## config.mk

```make
export PLATFORM = sky130hd
export DESIGN_NAME = rng_post_unit
export DESIGN_NICKNAME = d
export VERILOG_FILES = /design/src/rtl/rng_post_pkg.sv /design/src/rtl/rng_bit_source.sv /design/src/rtl/rng_lfsr_stage.sv /design/src/rtl/rng_vn_whitener.sv /design/src/rtl/rng_word_acc.sv /design/src/rtl/rng_post_unit.sv
export SDC_FILE = /design/constraint.sdc
export NUM_CORES = 1
export LEC_CHECK = 0
export BUFFER_PORTS_ARGS = -buffer_cell sky130_fd_sc_hd__buf_2
export CORE_MARGIN = 2
export CORE_UTILIZATION = 40
export CTS_BUF_LIST = sky130_fd_sc_hd__clkbuf_2 sky130_fd_sc_hd__clkbuf_4 sky130_fd_sc_hd__clkbuf_8
export DETAILED_ROUTE_END_ITERATION = 7
export GPL_ROUTABILITY_DRIVEN = 1
export SLEW_MARGIN = 20
export SYNTH_ARGS = -nofsm -noshare
export SYNTH_HDL_FRONTEND = slang
export SYNTH_SLANG_ARGS = --single-unit
```

## constraint.sdc

```tcl
create_clock -name clk -period 2.65 [get_ports clk]
set_input_delay 0.1325 -clock clk [delete_from_list [all_inputs] [get_ports clk]]
set_output_delay 0.1325 -clock clk [all_outputs]
set_load 0.1 [all_outputs]
```

## src/rtl/rng_post_pkg.sv

```systemverilog
package rng_post_pkg;
  typedef enum logic [1:0] {
    PP_NONE  = 2'd0,
    PP_LFSR  = 2'd1,
    PP_WHITE = 2'd2,
    PP_BOTH  = 2'd3
  } pp_sel_e;

  localparam int CTRL_W     = 16;
  localparam int CF_SEL_LO  = 8;
  localparam int CF_NOISE   = 10;
  localparam int CF_TEST    = 11;
endpackage

```

## src/rtl/rng_bit_source.sv

```systemverilog
module rng_bit_source #(
  parameter int          LFSR_W = 32,
  parameter logic [31:0] SEED   = 32'hACE1_2025,
  parameter logic [31:0] TAPS   = 32'h8020_0003
) (
  input  logic clk,
  input  logic rst_n,
  input  logic noise_en,
  input  logic test_mode,
  input  logic gather,
  input  logic raw_vld,
  input  logic raw_bit,
  output logic raw_rdy,
  output logic src_stb,
  output logic src_bit
);
  logic [LFSR_W-1:0] tst_q;
  logic              tst_step;

  assign raw_rdy  = noise_en & ~test_mode & gather;
  assign tst_step = noise_en & test_mode & gather;
  assign src_stb  = test_mode ? tst_step : (raw_vld & raw_rdy);
  assign src_bit  = test_mode ? tst_q[0] : raw_bit;

  always_ff @(posedge clk or negedge rst_n) begin
    if (!rst_n) tst_q <= SEED[LFSR_W-1:0];
    else if (tst_step)
      tst_q <= {1'b0, tst_q[LFSR_W-1:1]} ^ (tst_q[0] ? TAPS[LFSR_W-1:0] : '0);
  end
endmodule

```

## src/rtl/rng_lfsr_stage.sv

```systemverilog
module rng_lfsr_stage #(
  parameter int          LFSR_W = 32,
  parameter logic [31:0] SEED   = 32'h0000_0001,
  parameter logic [31:0] TAPS   = 32'h8020_0003
) (
  input  logic clk,
  input  logic rst_n,
  input  logic enable,
  input  logic in_stb,
  input  logic in_bit,
  output logic out_stb,
  output logic out_bit
);
  logic [LFSR_W-1:0] st_q;
  logic              fb;

  assign fb      = st_q[0] ^ in_bit;
  assign out_stb = in_stb;
  assign out_bit = enable ? fb : in_bit;

  always_ff @(posedge clk or negedge rst_n) begin
    if (!rst_n) st_q <= SEED[LFSR_W-1:0];
    else if (enable && in_stb)
      st_q <= {1'b0, st_q[LFSR_W-1:1]} ^ (fb ? TAPS[LFSR_W-1:0] : '0);
  end
endmodule

```

## src/rtl/rng_vn_whitener.sv

```systemverilog
module rng_vn_whitener (
  input  logic clk,
  input  logic rst_n,
  input  logic enable,
  input  logic in_stb,
  input  logic in_bit,
  output logic out_stb,
  output logic out_bit
);
  logic have_q, first_q;

  assign out_stb = enable ? (in_stb & have_q & (first_q != in_bit)) : in_stb;
  assign out_bit = enable ? first_q : in_bit;

  always_ff @(posedge clk or negedge rst_n) begin
    if (!rst_n) begin
      have_q  <= 1'b0;
      first_q <= 1'b0;
    end else if (enable && in_stb) begin
      have_q <= ~have_q;
      if (!have_q) first_q <= in_bit;
    end
  end
endmodule

```

## src/rtl/rng_word_acc.sv

```systemverilog
module rng_word_acc #(
  parameter int WORD_W = 32
) (
  input  logic              clk,
  input  logic              rst_n,
  input  logic              in_stb,
  input  logic              in_bit,
  input  logic              rd_en,
  output logic              gather,
  output logic              valid,
  output logic [WORD_W-1:0] word
);
  localparam int CNT_W = $clog2(WORD_W);
  localparam logic [CNT_W-1:0] CNT_LAST = CNT_W'(WORD_W - 1);

  logic [WORD_W-1:0] sh_q;
  logic [CNT_W-1:0]  cnt_q;

  assign gather = ~valid;

  always_ff @(posedge clk or negedge rst_n) begin
    if (!rst_n) begin
      sh_q  <= '0;
      cnt_q <= '0;
      valid <= 1'b0;
      word  <= '0;
    end else if (valid) begin
      if (rd_en) valid <= 1'b0;
    end else if (in_stb) begin
      sh_q <= {sh_q[WORD_W-2:0], in_bit};
      if (cnt_q == CNT_LAST) begin
        word  <= {sh_q[WORD_W-2:0], in_bit};
        valid <= 1'b1;
        cnt_q <= '0;
      end else begin
        cnt_q <= cnt_q + 1'b1;
      end
    end
  end
endmodule

```

## src/rtl/rng_post_unit.sv

```systemverilog
module rng_post_unit
  import rng_post_pkg::*;
#(
  parameter int          WORD_W    = 32,
  parameter int          LFSR_W    = 32,
  parameter logic [31:0] LFSR_TAPS = 32'h8020_0003,
  parameter logic [31:0] POST_SEED = 32'h0000_0001,
  parameter logic [31:0] TEST_SEED = 32'hACE1_2025
) (
  input  logic              clk,
  input  logic              rst_n,
  input  logic [15:0]       ctrl_word,
  input  logic              raw_vld,
  input  logic              raw_bit,
  output logic              raw_rdy,
  input  logic              rd_en,
  output logic [31:0]       stat_word,
  output logic [WORD_W-1:0] rd_data
);
  pp_sel_e sel;
  logic    noise_en, test_mode, gather, valid;
  logic    s_stb, s_bit, l_stb, l_bit, w_stb, w_bit;
  logic    unused_ctrl;

  assign sel         = pp_sel_e'(ctrl_word[CF_SEL_LO +: 2]);
  assign noise_en    = ctrl_word[CF_NOISE];
  assign test_mode   = ctrl_word[CF_TEST];
  assign unused_ctrl = ^{ctrl_word[7:0], ctrl_word[15:12]};

  rng_bit_source #(.LFSR_W(LFSR_W), .SEED(TEST_SEED), .TAPS(LFSR_TAPS)) u_src (
    .clk(clk), .rst_n(rst_n), .noise_en(noise_en), .test_mode(test_mode),
    .gather(gather), .raw_vld(raw_vld), .raw_bit(raw_bit), .raw_rdy(raw_rdy),
    .src_stb(s_stb), .src_bit(s_bit)
  );

  rng_lfsr_stage #(.LFSR_W(LFSR_W), .SEED(POST_SEED), .TAPS(LFSR_TAPS)) u_lfsr (
    .clk(clk), .rst_n(rst_n), .enable(sel == PP_LFSR || sel == PP_BOTH),
    .in_stb(s_stb), .in_bit(s_bit), .out_stb(l_stb), .out_bit(l_bit)
  );

  rng_vn_whitener u_white (
    .clk(clk), .rst_n(rst_n), .enable(sel == PP_WHITE || sel == PP_BOTH),
    .in_stb(l_stb), .in_bit(l_bit), .out_stb(w_stb), .out_bit(w_bit)
  );

  rng_word_acc #(.WORD_W(WORD_W)) u_acc (
    .clk(clk), .rst_n(rst_n), .in_stb(w_stb), .in_bit(w_bit), .rd_en(rd_en),
    .gather(gather), .valid(valid), .word(rd_data)
  );

  assign stat_word = {31'd0, valid};
endmodule

```

==> results of run 1 <==
-- routing by layer --
layer | vias to the layer above | GRT usage, % | wire length [um]
li1 | 1317 | - | -
met1 | 1427 | 15.3 | 3710
met2 | 64 | 18.5 | 3870
met3 | 12 | 4.93 | 397
met4 | 2 | 6.03 | 124
met5 | - | 0 | 12
-- critical path: stages (launching register included) --
cell,delay [ps]
dfrtp_1,380
ha_1,210
and3_1,170
ha_1,250
nor3b_1,360
o41ai_4,160
buf_12,210
mux2_1,340
-- what timing repair did --
item | 4_1_cts | 5_1_grt
hold buffers | 2 | 0
setup endpoints to repair | 0 | 0
endpoints found under the hold margin | 45 | 0
-- where the power goes --
| part | internal, mW | switching [mW] |
|---|---|---|
| logic | 0.744 | 1.14 |
| clock network | 1.11 | 0.712 |
| registers | 2.73 | 0.367 |
-- stage by stage --
stage	total power, mW	cells	utilization, %	hold WS (ps)
4_1_cts	6.90	611	46.3	13.5
5_1_grt	7.21	611	46.3	39.1
3_3_place_gp	4.96	577	43.0	224
6_report	6.80	611	46.3	34.2
2_1_floorplan	4.71	394	-	-163
3_5_place_dp	5.05	577	43.0	228
-- logic make-up after synthesis --
| group | after synthesis | share of synthesized area (%) |
|---|---|---|
| AO/OA/AOI/OAI | 14 | 2.20 |
| XOR/XNOR | 10 | 1.56 |
| adder cells (fa/ha/maj) | 2 | 0.445 |
| buffers and inverters | 47 | 5.92 |
| flip-flops | 135 | 60.4 |
| multiplexers | 123 | 26.2 |
| other | 1 | 0.0668 |
| AND/OR/NAND/NOR | 32 | 3.21 |
-- layout by cell type (no fill, tap or decap), types with 2 or more instances in the layout --
cell type and count:
mux2_1 7, xor2_1 2, xnor2_1 8, nand2_1 11, dlygate4sd3_1 2, buf_2 41
bufinv_16 3, clkbuf_4 7, o41ai_4 2, buf_12 3, o21ai_0 8, nand3_1 3
buf_4 4, nor2_1 5, nor3b_1 2, mux2_4 20, ha_1 2, dfrtp_1 122
inv_1 2, mux2_2 94, clkbuf_8 21, conb_1 31, dfstp_2 13
-- registers in the layout, indices dropped and copies added, names as in the netlist --
register	cells
u_acc.word	32
u_acc.valid	1
u_acc.sh_q	31
u_white.first_q	1
u_acc.cnt_q	5
u_src.tst_q	32
u_lfsr.st_q	32
u_white.have_q	1
-- cell type report --
| class | instances | area share, % |
|---|---|---|
| clock buffer | 28 | 5.35 |
| tap | 180 | 3.53 |
| multi-input combinational | 212 | 31.4 |
| inverter | 2 | 0.118 |
| clock inverter | 4 | 1.49 |
| sequential | 135 | 53.2 |
| timing repair buffer | 50 | 4.94 |
-- worst max-delay path by stage --
stage	to	cells after the start
2_1_floorplan	u_acc.word[10]$_DFFE_PN0P_	5
3_3_place_gp	u_acc.word[15]$_DFFE_PN0P_	7
3_5_place_dp	u_acc.word[15]$_DFFE_PN0P_	7
4_1_cts	u_acc.word[15]$_DFFE_PN0P_	7
5_1_grt	u_acc.word[15]$_DFFE_PN0P_	7
6_report	u_acc.word[15]$_DFFE_PN0P_	7
==> metrics.csv, run 1 <==
stage,metric,value,unit
global_routing,gr usage total,12.3,%
setup_path,reg2reg path depth,7,
setup_path,CP Launch Type,flop,
drt,Vias/cell,4.62,
drt,final wirelength,8110,um
synthesis,Syn Inst Count,364,
global_routing,pin count of the biggest net entering global routing,59,
pwr,P per Cell Area,1070,nW/um2
synthesis,top cell type by total area after synthesis,dfrtp_1,
clocking,clk slew on worst S/H paths,60,ps
clocking,clock root buffer,clkbuf_8,
outcome,status,finished clean,
drt,drt wl/cell,13.3,um
final_layout,Reg area,3390,um2
pwr,peak supply drop,0.000429,V
timing,setup TNS,0,ps
clocking,CTS sink cnt,135,
synthesis,Post-synth EDFFs,0,
run,MaxCap Viol Count,0,
floorplan,Die Ht,123,um
clocking,CTS Buffer Depth,2,
setup_path,Crit Path Class,flop to flop,
global_routing,initial antenna violation count,1,
global_routing,total grt overflow,0,
timing,clk_skew,8.55,ps
setup_path,Critical Path AT,2550,ps
setup_path,r2r setup slk,410,ps
timing,fin worst setup slack,407,ps
synthesis,"count leader, synth",dfrtp_1,
final_layout,Area Growth Syn to Fin,13.6,%
setup_path,Worst Setup End Kind,flop,
pwr,Lkg Pwr,3.25,nW
setup_path,Reg-to-Reg Start,u_acc.cnt_q[0]$_DFFE_PN0P_,
timing,Slew @ Worst Pin,714,ps
timing,Tmin final,2240,ps
final_layout,Antenna Cells,0,
floorplan,Starting Density,40.8,%
setup_path,Setup crit start,u_acc.cnt_q[0]$_DFFE_PN0P_,
timing,final hold violation count,0,
synthesis,yosys warns,0,
synthesis,Synth top area share,54.3,%
global_routing,first-pass GRT wire length,14000,um
timing,fmax,0.446,GHz
place,GP Congestion,0.658,
final_layout,Post-Layout Inst Area,6380,um2
setup_path,critical path peak fanout,34,
timing,RSZ-0062 raised after global routing,no,
drt,Residual DRC,0,
min_path,hold path cells,3,
min_path,endpoint of the worst hold path,u_src.tst_q[0]$_DFFE_PN1N_,
synthesis,post-synthesis sequential area ratio,60.4,%
synthesis,post-synth design cell area,5620,um2
timing,Slew headroom,52.4,%
min_path,Hold/Removal Path Class,input port to flop,
floorplan,io pins,86,
floorplan,die width,123,um
final_layout,fraction of layout cells with a size suffix above 1,49.2,%
synthesis,fraction of registers with async set/reset,100,%
final_layout,Multi-input gate area,2000,um2
drt,drt first pass iters,4,
drt,via count,2822,
floorplan,Core ar.,13800,um2
min_path,Hold Startpoint,ctrl_word[11],
clocking,# H-tree levels,4,
setup_path,capturing point of the worst reg2reg path,u_acc.word[15]$_DFFE_PN0P_,
drt,initial DRC count,127,
place,HPWL after detailed placement,5230,um
synthesis,Post-synth top cells,"dfrtp_1, mux2_2, buf_4",
final_layout,Fillers,1248,
clocking,CTS buffer count,17,
synthesis,Main synth FF type,dfrtp_1,
global_routing,number of global-route vias before repair,2864,
synthesis,post-synthesis register bit count,135,
final_layout,Nets,441,
place,IO buf count,42,
timing,max-slew violations,0,
timing,Final Setup Violations,0,
clocking,clock latency on the worst-skew pair,430,ps
clocking,Post-CTS Setup Bufs,0,
setup_path,critical path data required time,2950,ps
synthesis,count of cell types in the netlist,38,
drt,"antenna viol nets, final",0,
floorplan,die area,15000,um2
floorplan,# rows,43,
synthesis,Area contributors post-synth,"dfrtp_1, mux2_2, dfstp_2",
place,pre-CTS setup slack,444,ps
place,Area after DPL,5930,um2
clocking,CTS tree,yes,
timing,Final Cycle Share,84.6,%
clocking,post-CTS sizing,0,
synthesis,syn avg cell area,15.4,um2
Note: power is estimated with default switching activity, not from simulation.
==> run 2: changes to the inputs <==
--- a/config.mk
+++ b/config.mk
@@ -5,6 +5,7 @@
 export SDC_FILE = /design/constraint.sdc
 export NUM_CORES = 1
 export LEC_CHECK = 0
+export ABC_AREA = 1
 export BUFFER_PORTS_ARGS = -buffer_cell sky130_fd_sc_hd__buf_2
 export CORE_MARGIN = 2
 export CORE_UTILIZATION = 40
==> constraint.sdc (replaced) <==
create_clock -name clk -period 2.1 [get_ports clk]
set_input_delay 0.105 -clock clk [delete_from_list [all_inputs] [get_ports clk]]
set_output_delay 0.105 -clock clk [all_outputs]
set_load 0.1 [all_outputs]
==> metrics.csv, run 2 <==
stage,metric,value,unit
synthesis,post-synth design cell area,5760,um2
final_layout,final core utilization,46.5,%
setup_path,critical path data required time,2420,ps
clocking,CTS sink cnt,135,
final_layout,Nets,718,
place,GP Congestion,0.780,
pwr,P_sw,2.18,mW
synthesis,Compound-Gate Fraction of Synth Area,1.65,%
timing,setup TNS,0,ps
synthesis,Area contributors post-synth,"dfrtp_1, nand2_1, dfstp_2",
synthesis,fraction of registers with async set/reset,100,%
pwr,Comb power frac,17.4,%
synthesis,Post-synth top cells,"nand2_1, dfrtp_1, nand3_1",
pwr,internal power,5.00,mW
timing,clk_skew,10.9,ps
final_layout,fraction of layout cells with a size suffix above 1,16.1,%
synthesis,syn avg cell area,8.83,um2
floorplan,Starting Density,41.2,%
floorplan,Die Ht,124,um
synthesis,Syn Inst Count,653,
synthesis,post-synthesis register bit count,135,
pwr,Clock Power Share,33.8,%
setup_path,critical path peak fanout,21,
synthesis,"count leader, synth",nand2_1,
floorplan,die width,124,um
setup_path,Critical Path AT,2180,ps
synthesis,Synth Area in Simple Gates,28.9,%
global_routing,met3 GRT Util,3.48,%
outcome,status,finished clean,
setup_path,Worst Setup End Kind,flop,
global_routing,total grt overflow,0,
timing,worst-case hold slack,79.9,ps
drt,Vias/cell,4.65,
timing,fmax,0.538,GHz
synthesis,main combinational cell family by area after synthesis,simple AND/OR/NAND/NOR gates,
place,IO buf count,42,
timing,Slew headroom,40.0,%
clocking,CTS tree,yes,
timing,final hold violation count,0,
drt,via count,4126,
drt,final wirelength,10300,um
drt,drt wl/cell,11.6,um
final_layout,most common library cell in the layout ignoring fill and taps,nand2_1,
clocking,clock root buffer,clkbuf_8,
min_path,Hold/Removal Path Class,input port to flop,
final_layout,biggest regs,"u_acc.word (32), u_lfsr.st_q (32), u_src.tst_q (32)",
timing,Tmin final,1860,ps
pwr,switch share,30.4,%
floorplan,die area,15400,um2
drt,Residual DRC,0,
synthesis,adder and majority gate portion of the synthesized area,0.434,%
place,pre-CTS setup slack,253,ps
global_routing,pin count of the biggest net entering global routing,48,
global_routing,initial antenna violation count,0,
global_routing,number of global-route vias before repair,3941,
timing,Slew @ Worst Pin,898,ps
timing,Final Setup Violations,0,
drt,"antenna viol nets, final",0,
clocking,CTS buffer count,17,
floorplan,Core ar.,14000,um2
drt,drt first pass iters,5,
pwr,Seq pwr share,48.7,%
drt,initial DRC count,462,
setup_path,Crit Path Class,flop to flop,
global_routing,first-pass GRT wire length,17800,um
synthesis,count of cell types in the netlist,22,
synthesis,Main synth FF type,dfrtp_1,
synthesis,mux share of post-synthesis cell area,0,%
timing,RSZ-0062 raised after global routing,no,
timing,max-slew violations,0,
global_routing,met1 GRT Util,18.6,%
synthesis,Synth top area share,53.0,%
synthesis,yosys warns,0,
pwr,Lkg Pwr,3.64,nW
final_layout,most frequent cells in the layout,"nand2_1, dfrtp_1, nand3_1",
final_layout,Fillers,1343,
final_layout,Area Growth Syn to Fin,13.0,%
floorplan,# rows,43,
clocking,# H-tree levels,4,
synthesis,Post-synth EDFFs,0,
clocking,clk slew on worst S/H paths,80,ps
synthesis,top cell type by total area after synthesis,dfrtp_1,
clocking,Post-CTS Setup Bufs,0,
synthesis,post-synthesis sequential area ratio,58.9,%
setup_path,CP Launch Type,flop,
pwr,P per Cell Area,1100,nW/um2
synthesis,Synth Area in XOR/XNOR,1.22,%
clocking,clock latency on the worst-skew pair,430,ps
global_routing,gr usage total,14.8,%
global_routing,M2 GR Usage,24.3,%
final_layout,Antenna Cells,0,
floorplan,io pins,86,
global_routing,gr busiest metal,met2,
timing,Final Cycle Share,88.6,%
run,MaxCap Viol Count,0,
timing,fin worst setup slack,240,ps
pwr,peak supply drop,0.000474,V
clocking,CTS Buffer Depth,2,
place,HPWL after detailed placement,6620,um
run 2: cell count changes after synthesis, moves of 7 or more:
cell,delta
o21ai_0,+11
nand2_1,+303
mux2_1,-7
inv_1,+14
nand3_1,+39
mux2_4,-20
mux2_2,-94
nand4_1,+31
clkbuf_1,+13
run 2: worst paths after layout:
path,from,end,slack [ps],cells past startpoint
setup / recovery,u_src.tst_q[0]$_DFFE_PN1N_,u_acc.word[26]$_DFFE_PN0P_,240,10
max in group asynchronous,rst_n,u_src.tst_q[16]$_DFFE_PN1N_,1120,3
min in group asynchronous,rst_n,u_white.have_q$_DFFE_PN0P_,240,2
setup reg to reg,u_src.tst_q[0]$_DFFE_PN1N_,u_acc.word[26]$_DFFE_PN0P_,240,10
hold / removal,ctrl_word[8],u_white.first_q$_DFFE_PN0P_,80,4
hold reg to reg,u_src.tst_q[29]$_DFFE_PN1N_,u_src.tst_q[29]$_DFFE_PN1N_,460,2
run 2: metrics by stage:
stage          std cells  instance area (um2)  total power, mW
3_3_place_gp         853                 6020             4.73
2_1_floorplan        683                 5880             4.56
3_5_place_dp         853                 6020             4.80
4_1_cts              888                 6510             7.27
5_1_grt              888                 6510             7.64
6_report             888                 6510             7.18
run 2: critical path, cell delays in order (launching register included):
cell     delay (ps)
dfstp_2         580
nand2_1         100
nand3_1         130
nand3_2         100
nand3_1          80
nand3_1          80
nand2_2         190
nand3_2         120
buf_4           240
nand2_1          80
nand2_1          50
run 2: per-layer routing:
| metal | share of wire, % | vias to the layer above |
|---|---|---|
| met5 | 0 | - |
| met4 | 1.7 | 0 |
| met3 | 3.5 | 13 |
| met2 | 48 | 82 |
| met1 | 47 | 1956 |
| li1 | - | 2075 |
run 2: what timing repair did:
action,in CTS,in global routing
hold buffers,3,0
gates resized for setup,0,0
endpoints found under the hold margin,41,0
run 2: cell type report:
type                       count  area [um2]  area share, %
sequential                   135        3390           52.1
multi-input combinational    461        1970           30.3
timing repair buffer          62         395           6.07
clock buffer                  19         255           3.92
tap                          180         225           3.46
clock inverter                13         201           3.09
inverter                      18        67.6           1.04
run 2: power groups by stage:
stage          logic, mW  clock network [mW]  registers, mW
3_5_place_dp        1.26                   0           3.54
6_report            1.25                2.43           3.50
5_1_grt             1.45                2.62           3.57
3_3_place_gp        1.22                   0           3.51
2_1_floorplan       1.11                   0           3.46
4_1_cts             1.27                2.50           3.49
run 2: cell families after synthesis:
family,Yosys count
buffers and inverters,87
AOI/OAI and AO/OA,19
adders and majority gates,2
DFF,135
and+or+nand+nor,401
other,1
xor gates and xnor gates,8
